[src/rtl/lcdseq_pkg.sv]
package lcdseq_pkg;

  typedef enum logic [1:0] {
    LV_GND      = 2'd0,
    LV_THIRD    = 2'd1,
    LV_TWOTHIRD = 2'd2,
    LV_FULL     = 2'd3
  } lvl_e;

  typedef struct packed {
    logic [2:0] code;
    logic       slow;
    logic       three;
  } cfg_t;

  // frame length in units of (divider unit); code 7 aliases code 2
  function automatic logic [6:0] rate_mult(input logic [2:0] code);
    logic [6:0] m;
    case (code)
      3'd0:    m = 7'd64;
      3'd1:    m = 7'd48;
      3'd2:    m = 7'd32;
      3'd3:    m = 7'd24;
      3'd4:    m = 7'd16;
      3'd5:    m = 7'd12;
      3'd6:    m = 7'd8;
      default: m = 7'd32;
    endcase
    return m;
  endfunction

  function automatic logic [1:0] com_level(input logic sel, input logic pol);
    lvl_e l;
    if (sel) l = pol ? LV_GND : LV_FULL;
    else     l = pol ? LV_TWOTHIRD : LV_THIRD;
    return l;
  endfunction

  function automatic logic [1:0] seg_level(input logic on, input logic pol);
    lvl_e l;
    if (on) l = pol ? LV_FULL : LV_GND;
    else    l = pol ? LV_THIRD : LV_TWOTHIRD;
    return l;
  endfunction

endpackage

[src/rtl/lcdseq_timebase.sv]
module lcdseq_timebase
  import lcdseq_pkg::*;
#(
  parameter int DIV_UNIT  = 96,
  parameter int LOW_SHIFT = 3
) (
  input  logic       clk,
  input  logic       rst_n,
  input  cfg_t       cfg_in,
  output logic       three_q,
  output logic [1:0] slot_q,
  output logic       pol_q
);

  localparam int LOW_UNIT = DIV_UNIT >> LOW_SHIFT;
  localparam int S4N      = DIV_UNIT / 4;
  localparam int S3N      = DIV_UNIT / 3;
  localparam int S4L      = LOW_UNIT / 4;
  localparam int S3L      = LOW_UNIT / 3;
  localparam int MAX_SLOT = 64 * ((S3N > S4N) ? S3N : S4N);
  localparam int CNT_W    = $clog2(MAX_SLOT + 1);

  cfg_t             cfg_q, cfg_d;
  logic [CNT_W-1:0] cnt_q, cnt_d;
  logic [CNT_W-1:0] mult_w, per_w, slot_len;
  logic [1:0]       slot_d;
  logic             pol_d;
  logic             last_cnt, last_slot, frame_wrap;

  // slot length = frame multiple * clocks per unit per common
  always_comb begin
    mult_w = CNT_W'(rate_mult(cfg_q.code));
    case ({cfg_q.slow, cfg_q.three})
      2'b00:   per_w = CNT_W'(S4N);
      2'b01:   per_w = CNT_W'(S3N);
      2'b10:   per_w = CNT_W'(S4L);
      default: per_w = CNT_W'(S3L);
    endcase
    slot_len = mult_w * per_w;
  end

  // next-state
  always_comb begin
    last_cnt   = (cnt_q == slot_len - CNT_W'(1));
    last_slot  = (slot_q == (cfg_q.three ? 2'd2 : 2'd3));
    frame_wrap = last_cnt & last_slot;
    cnt_d      = last_cnt ? '0 : cnt_q + CNT_W'(1);
    slot_d     = slot_q;
    if (last_cnt) slot_d = last_slot ? 2'd0 : slot_q + 2'd1;
    pol_d      = frame_wrap ? ~pol_q : pol_q;
    cfg_d      = frame_wrap ? cfg_in : cfg_q;
  end

  // registers
  always_ff @(posedge clk or negedge rst_n) begin
    if (!rst_n) begin
      cnt_q  <= '0;
      slot_q <= 2'd0;
      pol_q  <= 1'b0;
      cfg_q  <= '0;
    end else begin
      cnt_q  <= cnt_d;
      slot_q <= slot_d;
      pol_q  <= pol_d;
      cfg_q  <= cfg_d;
    end
  end

  assign three_q = cfg_q.three;

  assert_slot_range_R5: assert property (@(posedge clk) disable iff (!rst_n)
    cfg_q.three |-> (slot_q != 2'd3));

  assert_cnt_bound_R2: assert property (@(posedge clk) disable iff (!rst_n)
    cnt_q < slot_len);

  assert_phase_flip_R10: assert property (@(posedge clk) disable iff (!rst_n)
    (pol_q != $past(pol_q)) |-> (slot_q == 2'd0 && cnt_q == '0));

  assert_cfg_hold_R12: assert property (@(posedge clk) disable iff (!rst_n)
    !frame_wrap |=> $stable(cfg_q));

endmodule

[src/rtl/lcdseq_seg_drv.sv]
module lcdseq_seg_drv
  import lcdseq_pkg::*;
#(
  parameter int NUM_SEG = 12,
  parameter int DISP_W  = 4 * NUM_SEG
) (
  input  logic [DISP_W-1:0]    disp_bits,
  input  logic [1:0]           slot,
  input  logic                 pol,
  input  logic                 three,
  input  logic                 blank,
  output logic [2*NUM_SEG-1:0] seg_lvl,
  output logic [1:0]           extra_lvl
);

  for (genvar n = 0; n <= NUM_SEG; n++) begin : g_pin
    logic [3:0] grp3;
    assign grp3 = {1'b0, disp_bits[3*n +: 3]};
    if (n < NUM_SEG) begin : g_dual
      logic [3:0] grp4;
      logic       bit_sel;
      assign grp4    = disp_bits[4*n +: 4];
      assign bit_sel = three ? grp3[slot] : grp4[slot];
      assign seg_lvl[2*n +: 2] = seg_level(bit_sel & ~blank, pol);
    end else begin : g_extra
      assign extra_lvl = seg_level(grp3[slot] & ~blank, pol);
    end
  end

endmodule

[src/rtl/lcdseq_com_drv.sv]
module lcdseq_com_drv
  import lcdseq_pkg::*;
(
  input  logic [1:0] slot,
  input  logic       pol,
  input  logic       three,
  input  logic [1:0] extra_lvl,
  output logic [7:0] com_lvl
);

  for (genvar c = 0; c < 4; c++) begin : g_com
    logic [1:0] scan;
    assign scan = com_level(slot == 2'(c), pol);
    if (c == 3) begin : g_shared
      assign com_lvl[2*c +: 2] = three ? extra_lvl : scan;
    end else begin : g_plain
      assign com_lvl[2*c +: 2] = scan;
    end
  end

endmodule

[src/rtl/lcdseq_top.sv]
module lcdseq_top
  import lcdseq_pkg::*;
#(
  parameter int NUM_SEG   = 12,
  parameter int DIV_UNIT  = 96,
  parameter int LOW_SHIFT = 3,
  localparam int DISP_W   = 4 * NUM_SEG
) (
  input  logic                 clk,
  input  logic                 rst_n,
  input  logic [2:0]           rate_code,
  input  logic                 slow_clk_mode,
  input  logic                 three_com,
  input  logic                 seg_blank,
  input  logic [DISP_W-1:0]    disp_bits,
  output logic [7:0]           com_lvl,
  output logic [2*NUM_SEG-1:0] seg_lvl,
  output logic                 frame_phase
);

  cfg_t       cfg_in;
  logic       three_q;
  logic [1:0] slot_q;
  logic       pol_q;
  logic [1:0] extra_lvl;

  assign cfg_in = '{code: rate_code, slow: slow_clk_mode, three: three_com};

  lcdseq_timebase #(
    .DIV_UNIT (DIV_UNIT),
    .LOW_SHIFT(LOW_SHIFT)
  ) u_tb (
    .clk    (clk),
    .rst_n  (rst_n),
    .cfg_in (cfg_in),
    .three_q(three_q),
    .slot_q (slot_q),
    .pol_q  (pol_q)
  );

  lcdseq_seg_drv #(
    .NUM_SEG(NUM_SEG),
    .DISP_W (DISP_W)
  ) u_seg (
    .disp_bits(disp_bits),
    .slot     (slot_q),
    .pol      (pol_q),
    .three    (three_q),
    .blank    (seg_blank),
    .seg_lvl  (seg_lvl),
    .extra_lvl(extra_lvl)
  );

  lcdseq_com_drv u_com (
    .slot     (slot_q),
    .pol      (pol_q),
    .three    (three_q),
    .extra_lvl(extra_lvl),
    .com_lvl  (com_lvl)
  );

  assign frame_phase = pol_q;

  // checker terms taken from the output pins
  logic [3:0] com_ext;
  logic       seg_all_mid;
  always_comb begin
    for (int c = 0; c < 4; c++) begin
      com_ext[c] = (com_lvl[2*c +: 2] == 2'd0 || com_lvl[2*c +: 2] == 2'd3)
                   && !(c == 3 && three_q);
    end
    seg_all_mid = 1'b1;
    for (int n = 0; n < NUM_SEG; n++) begin
      if (seg_lvl[2*n +: 2] == 2'd0 || seg_lvl[2*n +: 2] == 2'd3) seg_all_mid = 1'b0;
    end
  end

  assert_one_selected_R8: assert property (@(posedge clk) disable iff (!rst_n)
    $countones(com_ext) == 1);

  assert_blank_mid_R11: assert property (@(posedge clk) disable iff (!rst_n)
    seg_blank |-> seg_all_mid);

endmodule

[config.mk]
export PLATFORM = sky130hd
export DESIGN_NAME = lcdseq_top
export DESIGN_NICKNAME = d
export VERILOG_FILES = /design/src/rtl/lcdseq_pkg.sv /design/src/rtl/lcdseq_timebase.sv /design/src/rtl/lcdseq_seg_drv.sv /design/src/rtl/lcdseq_com_drv.sv /design/src/rtl/lcdseq_top.sv
export SDC_FILE = /design/constraint.sdc
export NUM_CORES = 1
export LEC_CHECK = 0
export BUFFER_PORTS_ARGS = -buffer_cell sky130_fd_sc_hd__buf_2
export CORE_MARGIN = 2
export CORE_UTILIZATION = 50
export DETAILED_ROUTE_END_ITERATION = 10
export GPL_ROUTABILITY_DRIVEN = 0
export PLACE_DENSITY_LB_ADDON = 0.12
export SLEW_MARGIN = 10
export SYNTH_ARGS = -nofsm -noshare
export SYNTH_HDL_FRONTEND = slang
export SYNTH_SLANG_ARGS = --single-unit
[constraint.sdc]
create_clock -name clk -period 8.21 [get_ports clk]
set_input_delay 1.642 -clock clk [delete_from_list [all_inputs] [get_ports clk]]
set_output_delay 1.642 -clock clk [all_outputs]
set_load 0.01 [all_outputs]
* After elaboration in Yosys (flattened, before gate mapping)
Cells that the tools add are included.
** Storage, ports and cells
- Logic and storage cells :: 131
- Bits in registers :: 20
- Input port bits :: 56
- Output and inout port bits :: 33
** Operators by class
- Add/sub/neg operators :: 3
- Bitwise logic cells :: 16
- Multiplexer cells :: 89
- Eq/ne operators :: 12
- $lt $le $gt $ge :: 1
- Reductions and logical operators :: 3
- Multiply operators :: 1
** Operators with widths (count)
- $bmux 1 s2 :: 25
- $mux 2 :: 23
- $pmux 7 s6 :: 1
- $mux 1 :: 38
- $pmux 6 s3 :: 1
- $and 1x1->1 :: 14
- $add 12x1->12 const B :: 1
- $eq 12x12->1 :: 1
- $mul 7x6->12 :: 1
- $mux 12 :: 1
- $sub 12x1->12 const B :: 1
- $eq 3x3->1 const B :: 3
- $eq 2x2->1 const B :: 3
- $eq 2x1->1 const B :: 2
- $logic_not 2->1 :: 2
- $eq 3x1->1 const B :: 1
- $eq 3x2->1 const B :: 1
- $logic_not 3->1 :: 1
- $lt 2x3->1 const B :: 1
- $add 2x1->2 const B :: 1
- $eq 2x2->1 :: 1
- $not 1->1 :: 2

* Logic depth before layout (Yosys ltp)
- Depth in word-level cells :: 6
- Mapped depth :: 21
- Depth with buffers taken out :: 19

* Modules after synthesis
Synthesis repeated with hierarchy kept, for this count alone.
** Unflattened totals
- Cell total of the unflattened synthesis :: 387
- Area, all modules :: 3460.8 um2
** Modules (own cells, without submodules)
- lcdseq_timebase :: cells an instance 249, times used 1, seq. area each 500.5 um2, area each 2273.4 um2
- lcdseq_seg_drv :: cells an instance 116, times used 1, seq. area each 0.0 um2, area each 1018.5 um2
- lcdseq_com_drv :: cells an instance 22, times used 1, seq. area each 0.0 um2, area each 168.9 um2

* Worst setup path after synthesis
OpenSTA, ideal clock, no wires.
- Path kind :: register to register
- Start point :: register u_tb.cfg_q[2] in the netlist's numbering
- End point :: register u_tb.cfg_q[1] in the netlist's numbering
- Period minus slack after synthesis :: 4.890 ns
- Cell stages (with the launch flop) :: 19
- Required time :: 8.085 ns
- Buffers on the path :: 1
- Arrival :: 4.765 ns
- Setup time :: 0.125 ns
- Setup slack :: 3.320 ns
- Cells stage by stage :: dfrtp_1 -> buf_6 -> xor2_1 -> nand2_1 -> o21a_1 -> nor3_1 -> fa_1 -> ha_1 -> inv_1 -> fa_1 -> inv_1 -> fa_1 -> ha_1 -> or2_2 -> o22ai_1 -> mux2i_1 -> o211ai_1 -> nor4_4 -> mux2_2
** On the way
- Cells in the longest elaborated chain, start to end :: 6
- Elaborated cells between the ends (all ways) :: 11
- Classes of those cells :: 1 x add/sub; 1 x mul; 6 x eq/ne; 1 x mux; 1 x bitwise; 1 x reduce/logical
** Ends and longest elaborated chain
- from (decl) :: RTL line lcdseq_timebase.sv:23 : cfg_t cfg_q, cfg_d;
- from (signal assigned) :: RTL line lcdseq_timebase.sv:65 : cfg_q <= cfg_d;
- $eq 3x3->1 (tied with other cells) :: RTL line lcdseq_pkg.sv:19 : case (code)
- $pmux 7 s6 * :: RTL line lcdseq_pkg.sv:19
- $mul 7x6->12 * :: RTL line lcdseq_timebase.sv:39 : slot_len = mult_w * per_w;
- $sub 12x1->12 * :: RTL line lcdseq_timebase.sv:44 : last_cnt = (cnt_q == slot_len - CNT_W'(1));
- $eq 12x12->1 * :: RTL line lcdseq_timebase.sv:44
- $and 1x1->1 * :: RTL line lcdseq_timebase.sv:46 : frame_wrap = last_cnt & last_slot;
Every way passes the cells marked *; elsewhere a longest branch is shown, timed or not.
A chain may end at the register's enable or synchronous reset.

* Worst setup path after layout
- Start point :: register u_tb.cfg_q (netlist bit u_tb.three_q)
- End point :: register u_tb.slot_q[0]
** On the way
- Cells in the longest elaborated chain, start to end :: 5
- Elaborated cells between the ends (all ways) :: 10
- Classes of those cells :: 1 x add/sub; 1 x mul; 4 x eq/ne; 3 x mux; 1 x reduce/logical
** Ends and longest elaborated chain
- $eq 2x2->1 (tied with other cells) :: RTL line lcdseq_timebase.sv:33 : case ({cfg_q.slow, cfg_q.three})
- $pmux 6 s3 :: RTL line lcdseq_timebase.sv:33
- $mul 7x6->12 :: RTL line lcdseq_timebase.sv:39
- $sub 12x1->12 :: RTL line lcdseq_timebase.sv:44
- $eq 12x12->1 :: RTL line lcdseq_timebase.sv:44
- to (signal assigned) :: RTL line lcdseq_timebase.sv:63 : slot_q <= slot_d;
- to (decl) :: RTL line lcdseq_timebase.sv:11 : output logic [1:0] slot_q,
Parallel ways exist; a longest one is shown, timed or not.

==> impl_metrics.toml <==
[clock_tree]
cts_buffer_depth = 2
cts_root_buf = "clkbuf_8"
cts_sinks = 20
htreeDepth = 1
clk_latency_ps = 270
cts_resized = 0
tritoncts = "done"
clkTransAtPathRegs_ps = 90
cts_setup_buffers = 0
cts_buffers = 3
postCtsHoldBufs = 0

[setup_path]
max_stage_delay_ps = 1000
crit_required_ps = 8370
cp-start-kind = "flop"
crit_chain = "clkinv_1 -> nor2_1 -> nand2_1 -> ha_1 -> inv_1 -> fa_1 -> inv_1 -> fa_1 -> inv_1 -> ha_1 -> ha_1 -> xor2_1 -> o211ai_1 -> a211oi_1 -> o211ai_1 -> nor4_4 -> mux2_2"
critical_path_class = "reg -> reg"
cpLargestDelayFamily = "adder cells"
r2r_cells = 17
crit_buf_inv = 4
worst_path_max_delay_cell = "dfrtp_1"
cp.arrival_ps = 6350
rrSetupSlack_ps = 2020
path_max_fanout = 31
reg2reg_to = "u_tb.slot_q[0]$_DFFE_PN0N_"
r2r-start = "u_tb.three_q$_DFFE_PN0P_"
worstSetupEndpointType = "flop"
worstSetupPathDepth = 17

[sta]
fin_crit_ps = 6190
final_hold_viol_count = 0
fin_crit_sh_pct = 75.4
fin_worst_skew_ps = 7.22
worst_pin_slew_ps = 993
setup_viol = 0
report.final.slew_viol_count = 0
slew_headroom_pct = 33.8
finalSetupTns_ps = 0
fmax_mhz = 162
rsz0062_at_grt = "false"
worst_slack_ps = 2020

[drt]
routed_via_density = 5.47
drt_iter0_drc = 81
finalWirelength_um = 7540
vias = 2856
wire_per_inst_um = 14.4
drc = 0
ant_nets = 0
drt_pass1_iterations = 4

[pwr]
p_comb_share_pct = 15.3
leakage_nw = 1.75
vdd_drop_max_mv = 0.0617
seq_power_share_pct = 41.5
power_switching_uw = 53.9
power.density_mw_per_mm2 = 63.6
p_sw_share_pct = 22.7
p_int_uw = 183
p_clk_share_pct = 43.2

[die]
die_x_um = 85.4
io_pins = 89
initial_core_util_pct = 51.9
num_rows = 29
coreArea_mm2 = 0.00639
chipHeight_um = 85.4
dieArea_mm2 = 0.00730

[hold_path]
whs_endpoint = "u_tb.cnt_q[0]$_DFF_PN0_"
hold_depth = 1
min_path_type = "reg -> reg"
worstHoldStart = "u_tb.cnt_q[0]$_DFF_PN0_"

[synth]
yosys_register_bits = 20
synth.net_count = 488
synthFlopType = "dfrtp_1"
yosysWarnings = 0
synthArstFlopShare_pct = 100
netlist_top_cells_area = "dfrtp_1 15%, ha_1 13%, fa_1 8.5%"
synth.cell_area_mm2 = 0.00332
ys_seq_area_share_pct = 15.1
synth-edff-count = 0
yosysTopAreaCell = "dfrtp_1"
syn_inst = 383
syn_avg_cell_area_um2 = 8.66
yosysUniqueCellTypes = 54
yosysTopAreaCellShare_pct = 15.1

[global_route]
grt_pass1_vias = 2762
grtUsageMet3_pct = 2.33
track_usage_pct = 21.3
top_usage_layer = "met2"
grt_first_pass_wirelength_um = 12700
grt_overflow = 0
met2_usage_pct = 37.3
antenna_found_initial = 0
grt_max_degree = 32
use_met1_pct = 28.3

[cells_and_area]
drive_above_1_share_pct = 27.6
area_growth_pct = 12.5
nets = 551
final-seq-area_um2 = 500
antenna_cells = 0
multi_input_area_mm2 = 0.00245
fillerInstances = 590

[run_status]
outcome = "complete, no violations"

[run]
max_cap_viol_count = 0

[placed_design]
port_buffers = 88
dp_hpwl_um = 6140
pre_cts_ws_ps = 2030
-- cells by family after synthesis --
family / share of synthesized area, %
and+or+nand+nor: 17.1
buffers and inverters: 10.9
AOI/OAI and AO/OA: 12.3
adders and majority gates: 21.7
xor gates and xnor gates: 10.7
muxes: 12.3
DFF: 15.1
-- cells in the final DEF (no fill, tap or decap), types with 4 or more instances in the layout --
cell      count
buf_2        88
nor2_1       41
inv_1        39
ha_1         35
xnor2_1      23
nand2_1      22
dfrtp_1      20
mux2i_1      16
xor2_1       15
a21oi_1      14
fa_1         14
o21ai_0      11
mux2_2       10
nand3_1       9
a211oi_1      9
nor2b_1       8
mux4_2        6
or2_2         5
o211ai_1      5
nor3_1        4
a221oi_1      4
-- through the flow --
step | cells | area, um^2 | hold slack, ps | power (mW) | util [%]
5_1_grt | 522 | 3730 | 546 | 0.247 | 58.4
3_5_place_dp | 518 | 3660 | 504 | 0.137 | 57.3
6_report | 522 | 3730 | 510 | 0.237 | 58.4
2_1_floorplan | 383 | 3320 | 475 | 0.116 | -
3_3_place_gp | 518 | 3660 | 505 | 0.136 | 57.3
4_1_cts | 522 | 3730 | 515 | 0.240 | 58.4
-- synth_stat cells, drive strengths merged (2+ instances only) --
cell / count
o21a: 3
ha: 35
o211ai: 5
clkbuf: 13
and3: 3
or2: 5
nor2b: 8
xnor2: 23
nor4: 4
nand2b: 3
a211o: 2
a21oi: 14
dfrtp: 20
a221oi: 4
mux4: 6
nand3: 9
a31oi: 3
a311oi: 2
mux2i: 16
buf: 19
mux2: 10
nor2: 41
nand4: 3
or3: 3
nor3: 5
o2111ai: 2
fa: 14
a211oi: 9
inv: 39
nand2: 22
xor2: 15
o21ai: 11
-- power by group through the flow --
stage / Sequential [mW] / Clock [mW] / Combinational [mW]
final: 0.0984 / 0.102 / 0.0362
after global routing: 0.0984 / 0.108 / 0.0404
after CTS: 0.0984 / 0.105 / 0.0365
after detailed placement: 0.100 / 0 / 0.0364
after global placement: 0.100 / 0 / 0.0359
after floorplan: 0.100 / 0 / 0.0156
-- state kept, by name, indices dropped and copies added (netlist names) --
register,count
u_tb.cnt_q,12
u_tb.slot_q,2
u_tb.pol_q,1
u_tb.three_q,1
u_tb.cfg_q,4
-- routing by layer --
metal	up-vias	part of all wire, %
met3	12	4.7
met4	0	1.6
met5	-	0
met1	1353	44
met2	69	50
li1	1422	-
-- cell type report --
cell class | instances | share of cell area, %
inverters | 40 | 4.03
flip-flops and latches | 20 | 13.4
multi-input cells | 291 | 65.8
clock inverters | 1 | 0.805
repair buffers | 90 | 12.2
clock buffers | 3 | 1.11
well taps | 77 | 2.58
-- worst max path at each step --
stage	start	end	slack, ps
6_report	u_tb.three_q$_DFFE_PN0P_	u_tb.slot_q[0]$_DFFE_PN0N_	2020
5_1_grt	u_tb.three_q$_DFFE_PN0P_	u_tb.slot_q[0]$_DFFE_PN0N_	1450
4_1_cts	u_tb.three_q$_DFFE_PN0P_	u_tb.slot_q[0]$_DFFE_PN0N_	1990
3_5_place_dp	u_tb.three_q$_DFFE_PN0P_	u_tb.slot_q[0]$_DFFE_PN0N_	2030
3_3_place_gp	u_tb.three_q$_DFFE_PN0P_	u_tb.slot_q[0]$_DFFE_PN0N_	2260
2_1_floorplan	u_tb.cfg_q[2]$_DFFE_PN0P_	u_tb.cfg_q[1]$_DFFE_PN0P_	3320
No activity file was read; power rests on OpenSTA's default activity.
